[src/rtl/ddc_pkg.sv]
package ddc_pkg;

  typedef enum logic [1:0] {
    Q2_NEG_HI = 2'b00,
    Q2_NEG_LO = 2'b01,
    Q2_POS_LO = 2'b10,
    Q2_POS_HI = 2'b11
  } q2_code_e;

  // pi in Q30 fixed point
  localparam longint PI_Q30 = 64'sd3373259426;

  // round(amp * sin(2*pi*k / 2**aw)), Taylor series on the folded quarter wave
  function automatic int lut_sine(int k, int aw, int amp);
    int     quarter;
    int     kk;
    int     quad;
    int     j;
    longint x;
    longint term;
    longint acc;
    longint mag;
    quarter = 1 << (aw - 2);
    kk      = k % (4 * quarter);
    quad    = kk / quarter;
    j       = kk % quarter;
    if (quad == 1 || quad == 3) j = quarter - j;
    x    = (PI_Q30 * j) / (2 * quarter);
    term = x;
    acc  = x;
    for (int n = 1; n < 8; n++) begin
      term = (term * x) >>> 30;
      term = (term * x) >>> 30;
      term = -term / (2 * n * (2 * n + 1));
      acc  = acc + term;
    end
    mag = (longint'(amp) * acc + (64'sd1 << 29)) >>> 30;
    return (quad >= 2) ? -int'(mag) : int'(mag);
  endfunction

endpackage

[src/rtl/ddc_nco.sv]
module ddc_nco #(
  parameter int PHASE_W = 32,
  parameter int LUT_AW  = 6,
  parameter int LUT_W   = 6
) (
  input  logic                    clk_i,
  input  logic                    rst_ni,
  input  logic                    load_i,
  input  logic [PHASE_W-1:0]      freq_i,
  output logic signed [LUT_W-1:0] cos_o,
  output logic signed [LUT_W-1:0] nsin_o
);

  localparam int N   = 1 << LUT_AW;
  localparam int QTR = N / 4;
  localparam int AMP = (1 << (LUT_W - 1)) - 1;

  logic [PHASE_W-1:0]      acc_q;
  logic [LUT_AW-1:0]       idx;
  logic signed [LUT_W-1:0] cos_tab  [N];
  logic signed [LUT_W-1:0] nsin_tab [N];

  for (genvar k = 0; k < N; k++) begin : g_lut
    localparam int CV = ddc_pkg::lut_sine(k + QTR, LUT_AW, AMP);
    localparam int SV = -ddc_pkg::lut_sine(k, LUT_AW, AMP);
    assign cos_tab[k]  = CV[LUT_W-1:0];
    assign nsin_tab[k] = SV[LUT_W-1:0];
  end

  always_ff @(posedge clk_i or negedge rst_ni) begin
    if (!rst_ni)     acc_q <= '0;
    else if (load_i) acc_q <= '0;
    else             acc_q <= acc_q + freq_i;
  end

  assign idx    = acc_q[PHASE_W-1 -: LUT_AW];
  assign cos_o  = cos_tab[idx];
  assign nsin_o = nsin_tab[idx];

  a_r3_acc_clear: assert property (@(posedge clk_i) disable iff (!rst_ni)
    load_i |=> acc_q == '0);

  a_r3_acc_step: assert property (@(posedge clk_i) disable iff (!rst_ni)
    !load_i |=> acc_q == $past(acc_q) + $past(freq_i));

endmodule

[src/rtl/ddc_mix.sv]
module ddc_mix #(
  parameter int IN_W   = 3,
  parameter int LUT_W  = 6,
  parameter int PROD_W = 10
) (
  input  logic                     clk_i,
  input  logic                     rst_ni,
  input  logic [IN_W-1:0]          sample_i,
  input  logic signed [LUT_W-1:0]  cos_i,
  input  logic signed [LUT_W-1:0]  nsin_i,
  input  logic                     bypass_i,
  output logic signed [PROD_W-1:0] prod_i_o,
  output logic signed [PROD_W-1:0] prod_q_o
);

  localparam int AMP = (1 << (LUT_W - 1)) - 1;

  logic signed [IN_W:0]     lvl;
  logic signed [PROD_W-1:0] mul_i;
  logic signed [PROD_W-1:0] mul_q;

  // offset code to odd symmetric level: 2c - (2^IN_W - 1)
  assign lvl = {~sample_i[IN_W-1], sample_i[IN_W-2:0], 1'b1};

  always_comb begin
    if (bypass_i) begin
      mul_i = PROD_W'(lvl) * PROD_W'(AMP);
      mul_q = '0;
    end else begin
      mul_i = PROD_W'(lvl) * PROD_W'(cos_i);
      mul_q = PROD_W'(lvl) * PROD_W'(nsin_i);
    end
  end

  always_ff @(posedge clk_i or negedge rst_ni) begin
    if (!rst_ni) begin
      prod_i_o <= '0;
      prod_q_o <= '0;
    end else begin
      prod_i_o <= mul_i;
      prod_q_o <= mul_q;
    end
  end

  a_r10_bypass_q_zero: assert property (@(posedge clk_i) disable iff (!rst_ni)
    bypass_i |=> prod_q_o == '0);

endmodule

[src/rtl/ddc_scale.sv]
module ddc_scale #(
  parameter int PROD_W = 10,
  parameter int GAIN_W = 8,
  parameter int SHIFT  = 6,
  parameter int SAT_W  = 8
) (
  input  logic                     clk_i,
  input  logic                     rst_ni,
  input  logic signed [PROD_W-1:0] prod_i,
  input  logic [GAIN_W-1:0]        gain_i,
  output logic signed [SAT_W-1:0]  data_o
);

  localparam int MUL_W = PROD_W + GAIN_W + 1;
  localparam logic signed [MUL_W-1:0] MAXV = MUL_W'((1 << (SAT_W - 1)) - 1);
  localparam logic signed [MUL_W-1:0] MINV = MUL_W'(-(1 << (SAT_W - 1)));

  logic signed [MUL_W-1:0] mul;
  logic signed [MUL_W-1:0] shr;
  logic signed [SAT_W-1:0] sat;

  assign mul = MUL_W'(prod_i) * MUL_W'($signed({1'b0, gain_i}));
  assign shr = mul >>> SHIFT;

  always_comb begin
    if (shr > MAXV)      sat = MAXV[SAT_W-1:0];
    else if (shr < MINV) sat = MINV[SAT_W-1:0];
    else                 sat = shr[SAT_W-1:0];
  end

  always_ff @(posedge clk_i or negedge rst_ni) begin
    if (!rst_ni) data_o <= '0;
    else         data_o <= sat;
  end

  a_r7_sign_kept: assert property (@(posedge clk_i) disable iff (!rst_ni)
    1'b1 |=> (data_o < 0) == ($past(prod_i) < 0 && $past(gain_i) != '0));

endmodule

[src/rtl/ddc_quant.sv]
module ddc_quant #(
  parameter int SAT_W = 8,
  parameter int OUT_W = 4
) (
  input  logic                    clk_i,
  input  logic                    rst_ni,
  input  logic signed [SAT_W-1:0] data_i,
  input  logic [SAT_W-2:0]        thr_i,
  input  logic                    wide_i,
  output logic [OUT_W-1:0]        code_o
);

  import ddc_pkg::*;

  logic signed [SAT_W-1:0] t_pos;
  logic signed [SAT_W-1:0] t_neg;
  q2_code_e                c2;
  logic [OUT_W-1:0]        nxt;

  assign t_pos = $signed({1'b0, thr_i});
  assign t_neg = -t_pos;

  always_comb begin
    if (data_i >= t_pos)      c2 = Q2_POS_HI;
    else if (data_i >= 0)     c2 = Q2_POS_LO;
    else if (data_i >= t_neg) c2 = Q2_NEG_LO;
    else                      c2 = Q2_NEG_HI;
  end

  assign nxt = wide_i ? data_i[SAT_W-1 -: OUT_W] : OUT_W'(c2);

  always_ff @(posedge clk_i or negedge rst_ni) begin
    if (!rst_ni) code_o <= '0;
    else         code_o <= nxt;
  end

  a_r8_top_clear: assert property (@(posedge clk_i) disable iff (!rst_ni)
    !wide_i |=> code_o[OUT_W-1:2] == '0);

endmodule

[src/rtl/ddc_requant.sv]
module ddc_requant #(
  parameter int PHASE_W = 32,
  parameter int IN_W    = 3,
  parameter int LUT_AW  = 6,
  parameter int LUT_W   = 6,
  parameter int GAIN_W  = 8,
  parameter int SHIFT   = 6,
  parameter int SAT_W   = 8,
  parameter int OUT_W   = 4
) (
  input  logic               clk_i,
  input  logic               rst_ni,
  input  logic               valid_i,
  input  logic [IN_W-1:0]    sample_i,
  input  logic               cfg_load_i,
  input  logic [PHASE_W-1:0] cfg_freq_i,
  input  logic [GAIN_W-1:0]  cfg_gain_i,
  input  logic [SAT_W-2:0]   cfg_thresh_i,
  input  logic               cfg_bypass_i,
  input  logic               cfg_wide_i,
  output logic               valid_o,
  output logic [OUT_W-1:0]   i_o,
  output logic [OUT_W-1:0]   q_o
);

  localparam int PROD_W   = IN_W + 1 + LUT_W;
  localparam int STAGES   = 3;
  localparam int GAIN_RST = 1 << SHIFT;
  localparam int THR_RST  = 1 << (SAT_W - 3);

  logic [PHASE_W-1:0]      freq_q;
  logic [GAIN_W-1:0]       gain_q;
  logic [SAT_W-2:0]        thr_q;
  logic                    bypass_q;
  logic                    wide_q;
  logic [STAGES-1:0]       v_q;

  logic signed [LUT_W-1:0]  lo_cos;
  logic signed [LUT_W-1:0]  lo_nsin;
  logic signed [PROD_W-1:0] prod [2];
  logic signed [SAT_W-1:0]  scl  [2];
  logic [OUT_W-1:0]         code [2];

  always_ff @(posedge clk_i or negedge rst_ni) begin
    if (!rst_ni) begin
      freq_q   <= '0;
      gain_q   <= GAIN_W'(GAIN_RST);
      thr_q    <= (SAT_W-1)'(THR_RST);
      bypass_q <= 1'b0;
      wide_q   <= 1'b0;
    end else if (cfg_load_i) begin
      freq_q   <= cfg_freq_i;
      gain_q   <= cfg_gain_i;
      thr_q    <= cfg_thresh_i;
      bypass_q <= cfg_bypass_i;
      wide_q   <= cfg_wide_i;
    end
  end

  always_ff @(posedge clk_i or negedge rst_ni) begin
    if (!rst_ni) v_q <= '0;
    else         v_q <= {v_q[STAGES-2:0], valid_i};
  end

  ddc_nco #(.PHASE_W(PHASE_W), .LUT_AW(LUT_AW), .LUT_W(LUT_W)) nco_i (
    .clk_i  (clk_i),
    .rst_ni (rst_ni),
    .load_i (cfg_load_i),
    .freq_i (freq_q),
    .cos_o  (lo_cos),
    .nsin_o (lo_nsin)
  );

  ddc_mix #(.IN_W(IN_W), .LUT_W(LUT_W), .PROD_W(PROD_W)) mix_i (
    .clk_i    (clk_i),
    .rst_ni   (rst_ni),
    .sample_i (sample_i),
    .cos_i    (lo_cos),
    .nsin_i   (lo_nsin),
    .bypass_i (bypass_q),
    .prod_i_o (prod[0]),
    .prod_q_o (prod[1])
  );

  for (genvar ch = 0; ch < 2; ch++) begin : g_ch
    ddc_scale #(.PROD_W(PROD_W), .GAIN_W(GAIN_W), .SHIFT(SHIFT), .SAT_W(SAT_W)) scale_i (
      .clk_i  (clk_i),
      .rst_ni (rst_ni),
      .prod_i (prod[ch]),
      .gain_i (gain_q),
      .data_o (scl[ch])
    );

    ddc_quant #(.SAT_W(SAT_W), .OUT_W(OUT_W)) quant_i (
      .clk_i  (clk_i),
      .rst_ni (rst_ni),
      .data_i (scl[ch]),
      .thr_i  (thr_q),
      .wide_i (wide_q),
      .code_o (code[ch])
    );
  end

  assign valid_o = v_q[STAGES-1];
  assign i_o     = code[0];
  assign q_o     = code[1];

  a_r2_cfg_hold: assert property (@(posedge clk_i) disable iff (!rst_ni)
    !cfg_load_i |=> $stable(freq_q) && $stable(gain_q) && $stable(thr_q)
                    && $stable(bypass_q) && $stable(wide_q));

  a_r11_valid_lat: assert property (@(posedge clk_i) disable iff (!rst_ni)
    valid_i |-> ##3 valid_o);

  a_r11_no_spurious: assert property (@(posedge clk_i) disable iff (!rst_ni)
    !valid_i |-> ##3 !valid_o);

endmodule

[config.mk]
export PLATFORM = sky130hd
export DESIGN_NAME = ddc_requant
export DESIGN_NICKNAME = d
export VERILOG_FILES = /design/src/rtl/ddc_pkg.sv /design/src/rtl/ddc_nco.sv /design/src/rtl/ddc_mix.sv /design/src/rtl/ddc_scale.sv /design/src/rtl/ddc_quant.sv /design/src/rtl/ddc_requant.sv
export SDC_FILE = /design/constraint.sdc
export NUM_CORES = 1
export LEC_CHECK = 0
export BUFFER_PORTS_ARGS = -buffer_cell sky130_fd_sc_hd__buf_2
export CAP_MARGIN = 10
export CORE_MARGIN = 4
export CORE_UTILIZATION = 60
export CTS_BUF_LIST = sky130_fd_sc_hd__clkbuf_8
export DETAILED_ROUTE_END_ITERATION = 16
export GPL_TIMING_DRIVEN = 0
export PLACE_DENSITY = 0.78
export SLEW_MARGIN = 30
export SYNTH_ARGS = -nofsm -noshare
export SYNTH_HDL_FRONTEND = slang
export SYNTH_SLANG_ARGS = --single-unit
[constraint.sdc]
create_clock -name clk_i -period 14.12 [get_ports clk_i]
set_input_delay 4.236 -clock clk_i [delete_from_list [all_inputs] [get_ports clk_i]]
set_output_delay 4.236 -clock clk_i [all_outputs]
set_load 0.01 [all_outputs]
==> run summary <==
The flow ran to the end, and the final reports show no timing, DRC or antenna violations. In this run, synthesis inferred 0 flip-flops with an integrated enable. The count of port buffers added during placement is 63.

Capturing element type of the critical path: a flop. After floorplanning, the core was divided into 57 placement rows. The tools report the post-layout net count as 2,014. The logs give 14,800 µm² for the mapped cell area and 5.743 ns for the setup slack after placement.

The worst path in the final design needs a cycle of 7.892 ns, including I/O delays and setup. In this run the critical register-to-register path is captured at g_ch[1].scale_i.data_o[6]. The repair_antennas step left the layout with diodes totalling 0.

The total wirelength of the detailed-routed design was 30,070 µm; the sequential cell area in the final layout was 3206 µm². When the netlist entered floorplanning its net count stood at 1,931. Clock-pin slew was measured on the worst setup and hold paths at 0.09 ns. The number of placed cells counting well taps is 1,932.

Measured in cells, the most critical reg-to-reg path has a length of 19. Gates resized during post-CTS repair numbered 0. Global-route wire length before repair: 51,950 µm.

Measured along the y axis, the die boundary spans 165.1 µm. Buffers inserted during clock tree synthesis total 17. The filler cells instantiated in the layout total 1,936. The logs give 633 for the number of DRC markers in iteration 0 and 0 ns for the total negative slack for setup checks. TritonCTS built the clock tree. The via count of the first global-routing pass came out at 10,880. The largest fanout on the critical path is 11. For the worst setup path, the data arrival time is 8.22 ns. Global routing finished with a remaining overflow of 0.

The clock tree synthesis step divided the H-tree into 4 levels. For this run, the leading register cell type out of synthesis is sky130_fd_sc_hd__dfrtp_1. For this design the top-level I/O count stands at 65.

The clock arrives with 0.01973 ns of skew. At the pin with the least slew margin, the transition time is 0.9070 ns. The worst hold path terminates at v_q[1]. The initial utilization of the core area, before any placement, comes to 60.86%. The number of buffers on the longest clock path was 2.

The number of DRC violations after detailed routing came out at 0. Setup repair after global routing left no endpoint under its margin. The total area inside the core boundary comes to 24,320 µm². The critical path required time is 14.45 ns, and the per-cell routed wire length is 15.31 µm. For the highest clock rate, the log shows 126.7 MHz.

The share of synthesized registers carrying an async set or reset was 100.0%; the number of instances on the worst hold path was 0. The number of antenna violations at the first check in global routing came out at 0. The layout overhead on the synthesized area works out to 7.820%. Detailed routing inserted a total of 10,810 vias.

In this run the tightest slew margin relative to its limit is 39.53%. The final weighted congestion in routability-driven placement is 0.8955, and the count of state elements after synthesis is 128. The hold violation total from the final report came out at 0. Sorting the synthesized cells by area gives the leading types as sky130_fd_sc_hd__dfrtp_1 21%, sky130_fd_sc_hd__fa_1 21%, sky130_fd_sc_hd__ha_1 15%, sky130_fd_sc_hd__inv_1 6.3%, sky130_fd_sc_hd__and2_1 4.0%.

The tools report the total setup buffers inserted after CTS as 0. The largest total area in the synthesized netlist belongs to sky130_fd_sc_hd__dfrtp_1. In the global route stage, overall resource usage came out at 23.49%.

The share of cells above drive strength 1 is 11.16%. The setup path with the least slack is of type primary input to flop. The count of nets left with antenna violations once routing finished came out at 0. After layout, the worst setup slack is 6.228 ns. The Yosys step of the flow raised 0 warnings.

A synthesized cell averages 9.586 µm². The max-slew violation total from the final report came out at 0. The worst hold path belongs to the class flop to flop. The first detailed-routing pass ran for 5 iterations. For the die area, the log shows 27,240 µm². The maximum number of pins on one net before global-route repair was 74. Clock latency on the worst-skew pair, taken at its later pin, is 0.46 ns. The critical path starts at sample_i[2]. CTS saw 128 sinks. Summed over its instances, the top area cell type makes up 21.30% of the synthesized netlist area.

The setup check on the worst reg-to-reg path leaves a slack of 8.09 ns. Number of distinct library cell variants in the gate-level netlist after synthesis: 70. Synthesis produced a netlist whose cell count is 1,544. The multi-input combinational cells in the finished layout cover a total of 10,490 µm².

The floorplan step set the die width to 165.1 µm. The worst setup path is launched from a primary input. The final critical path takes up 55.89% of the cycle. The worst register-to-register path begins at gain_q[1].

Clock tree synthesis selected as its root buffer the cell sky130_fd_sc_hd__clkbuf_8. In this run the most critical hold path is launched from v_q[0]. Detailed placement ended at an HPWL of 24,400 µm. After clock tree synthesis, the flow added hold-fix buffers numbering 0. The sequential-to-total area share from yosys stat was 21.66%. Across the run, the number of max-cap violations was 0.

The finished layout holds 1,964 standard cells, fillers aside. The vias per cell is 5.502. Setup violations remaining at the end of the flow were counted as 0.
==> registers in the layout, summed over array words and instances (netlist names) <==
register,flops
freq_q,32
nco_i.acc_q,32
g_ch.scale_i.data_o,16
mix_i.prod_i_o,10
mix_i.prod_q_o,10
g_ch.quant_i.code_o,8
gain_q,8
thr_q,7
v_q,3
bypass_q,1
wide_q,1
==> cell usage in the layout, fill, tap and decap left out, types with 19 or more instances in the layout <==
cell type,instances
sky130_fd_sc_hd__inv_1,250
sky130_fd_sc_hd__and2_1,95
sky130_fd_sc_hd__nand2_1,139
sky130_fd_sc_hd__clkbuf_1,34
sky130_fd_sc_hd__xor2_1,32
sky130_fd_sc_hd__dfrtp_1,126
sky130_fd_sc_hd__a21oi_1,51
sky130_fd_sc_hd__mux2_2,51
sky130_fd_sc_hd__o21ai_0,42
sky130_fd_sc_hd__ha_1,174
sky130_fd_sc_hd__a21o_1,57
sky130_fd_sc_hd__nor2_1,75
sky130_fd_sc_hd__buf_2,63
sky130_fd_sc_hd__nor2b_1,19
sky130_fd_sc_hd__xnor2_1,55
sky130_fd_sc_hd__fa_1,157
==> layout make-up <==
cell class	count	area share, %
plain buffers	44	1.090
clock buffers	18	1.552
clock inverters	14	0.9017
inverters	250	5.881
multi-input cells	1122	65.74
flip-flops and latches	128	20.09
well taps	324	2.540
repair buffers	64	2.211
==> cell usage after synthesis, types with 3 or more instances <==
master / count
sky130_fd_sc_hd__a2111oi_0: 3
sky130_fd_sc_hd__a211oi_1: 7
sky130_fd_sc_hd__a21o_1: 57
sky130_fd_sc_hd__a21oi_1: 52
sky130_fd_sc_hd__a221oi_1: 3
sky130_fd_sc_hd__a31oi_1: 8
sky130_fd_sc_hd__and2_1: 95
sky130_fd_sc_hd__and3_1: 5
sky130_fd_sc_hd__buf_1: 8
sky130_fd_sc_hd__clkbuf_1: 34
sky130_fd_sc_hd__dfrtp_1: 126
sky130_fd_sc_hd__fa_1: 157
sky130_fd_sc_hd__ha_1: 174
sky130_fd_sc_hd__inv_1: 250
sky130_fd_sc_hd__mux2_2: 51
sky130_fd_sc_hd__mux2i_1: 3
sky130_fd_sc_hd__mux4_2: 5
sky130_fd_sc_hd__nand2_1: 139
sky130_fd_sc_hd__nand2b_1: 9
sky130_fd_sc_hd__nand3_1: 11
sky130_fd_sc_hd__nand4_1: 9
sky130_fd_sc_hd__nor2_1: 75
sky130_fd_sc_hd__nor2b_1: 19
sky130_fd_sc_hd__nor3_1: 18
sky130_fd_sc_hd__o211ai_1: 9
sky130_fd_sc_hd__o21a_1: 18
sky130_fd_sc_hd__o21ai_0: 42
sky130_fd_sc_hd__o21ai_2: 3
sky130_fd_sc_hd__o21bai_1: 8
sky130_fd_sc_hd__o22ai_1: 4
sky130_fd_sc_hd__o31ai_1: 5
sky130_fd_sc_hd__or2_2: 6
sky130_fd_sc_hd__xnor2_1: 55
sky130_fd_sc_hd__xor2_1: 32
==> worst max-delay path, stage by stage <==
cell	delay (ns)
sky130_fd_sc_hd__buf_2	0.17
sky130_fd_sc_hd__inv_1	0.11
sky130_fd_sc_hd__clkbuf_1	0.48
sky130_fd_sc_hd__nand2b_1	0.16
sky130_fd_sc_hd__fa_1	0.53
sky130_fd_sc_hd__fa_1	0.51
sky130_fd_sc_hd__fa_1	0.51
sky130_fd_sc_hd__inv_1	0.04
sky130_fd_sc_hd__ha_1	0.22
sky130_fd_sc_hd__fa_1	0.40
sky130_fd_sc_hd__a21o_1	0.19
sky130_fd_sc_hd__a21oi_1	0.21
sky130_fd_sc_hd__o21bai_1	0.08
sky130_fd_sc_hd__a21oi_1	0.18
sky130_fd_sc_hd__xnor2_1	0.14
sky130_fd_sc_hd__nor2_1	0.05
==> metrics by stage <==
step                      utilization [%]  cell area (µm²)  hold WS [ns]
after floorplan                         -            14800        0.3312
after global placement              63.82            15520        0.3363
after detailed placement            63.99            15560        0.3347
after CTS                           65.60            15950        0.3565
after global routing                65.62            15960        0.3617
final                               65.62            15960        0.3528
==> metal layers <==
metal	global-route usage, %	vias to the layer above	wire length, µm
met2	39.53	276	14640
met3	3.450	56	1394
met1	31.64	5286	13230
li1	-	5187	-
met5	0	-	0
met4	7.183	0	806
==> cell families (layout without fill, tap and decap cells) <==
| kind of cell | Yosys count | count (layout) | share of synthesized area [%] |
|---|---|---|---|
| AO/OA/AOI/OAI | 247 | 247 | 11.74 |
| AND/OR/NAND/NOR | 397 | 397 | 13.07 |
| multiplexers | 60 | 60 | 4.920 |
| XOR/XNOR | 87 | 87 | 5.148 |
| adder cells (fa/ha/maj) | 331 | 331 | 35.95 |
| flip-flops | 128 | 128 | 21.66 |
| buffers and inverters | 294 | 390 | 7.515 |
==> how the worst max path moves through the flow <==
stage                                    to  cells after the start
after floorplan           mix_i.prod_q_o[9]                     15
after global placement    mix_i.prod_q_o[9]                     16
after detailed placement  mix_i.prod_q_o[9]                     16
after CTS                 mix_i.prod_q_o[9]                     16
after global routing      mix_i.prod_q_o[9]                     16
final                     mix_i.prod_q_o[9]                     16
Power is not shown: default switching activity piles up to over one toggle a cycle in this logic, so the estimate is an artifact.
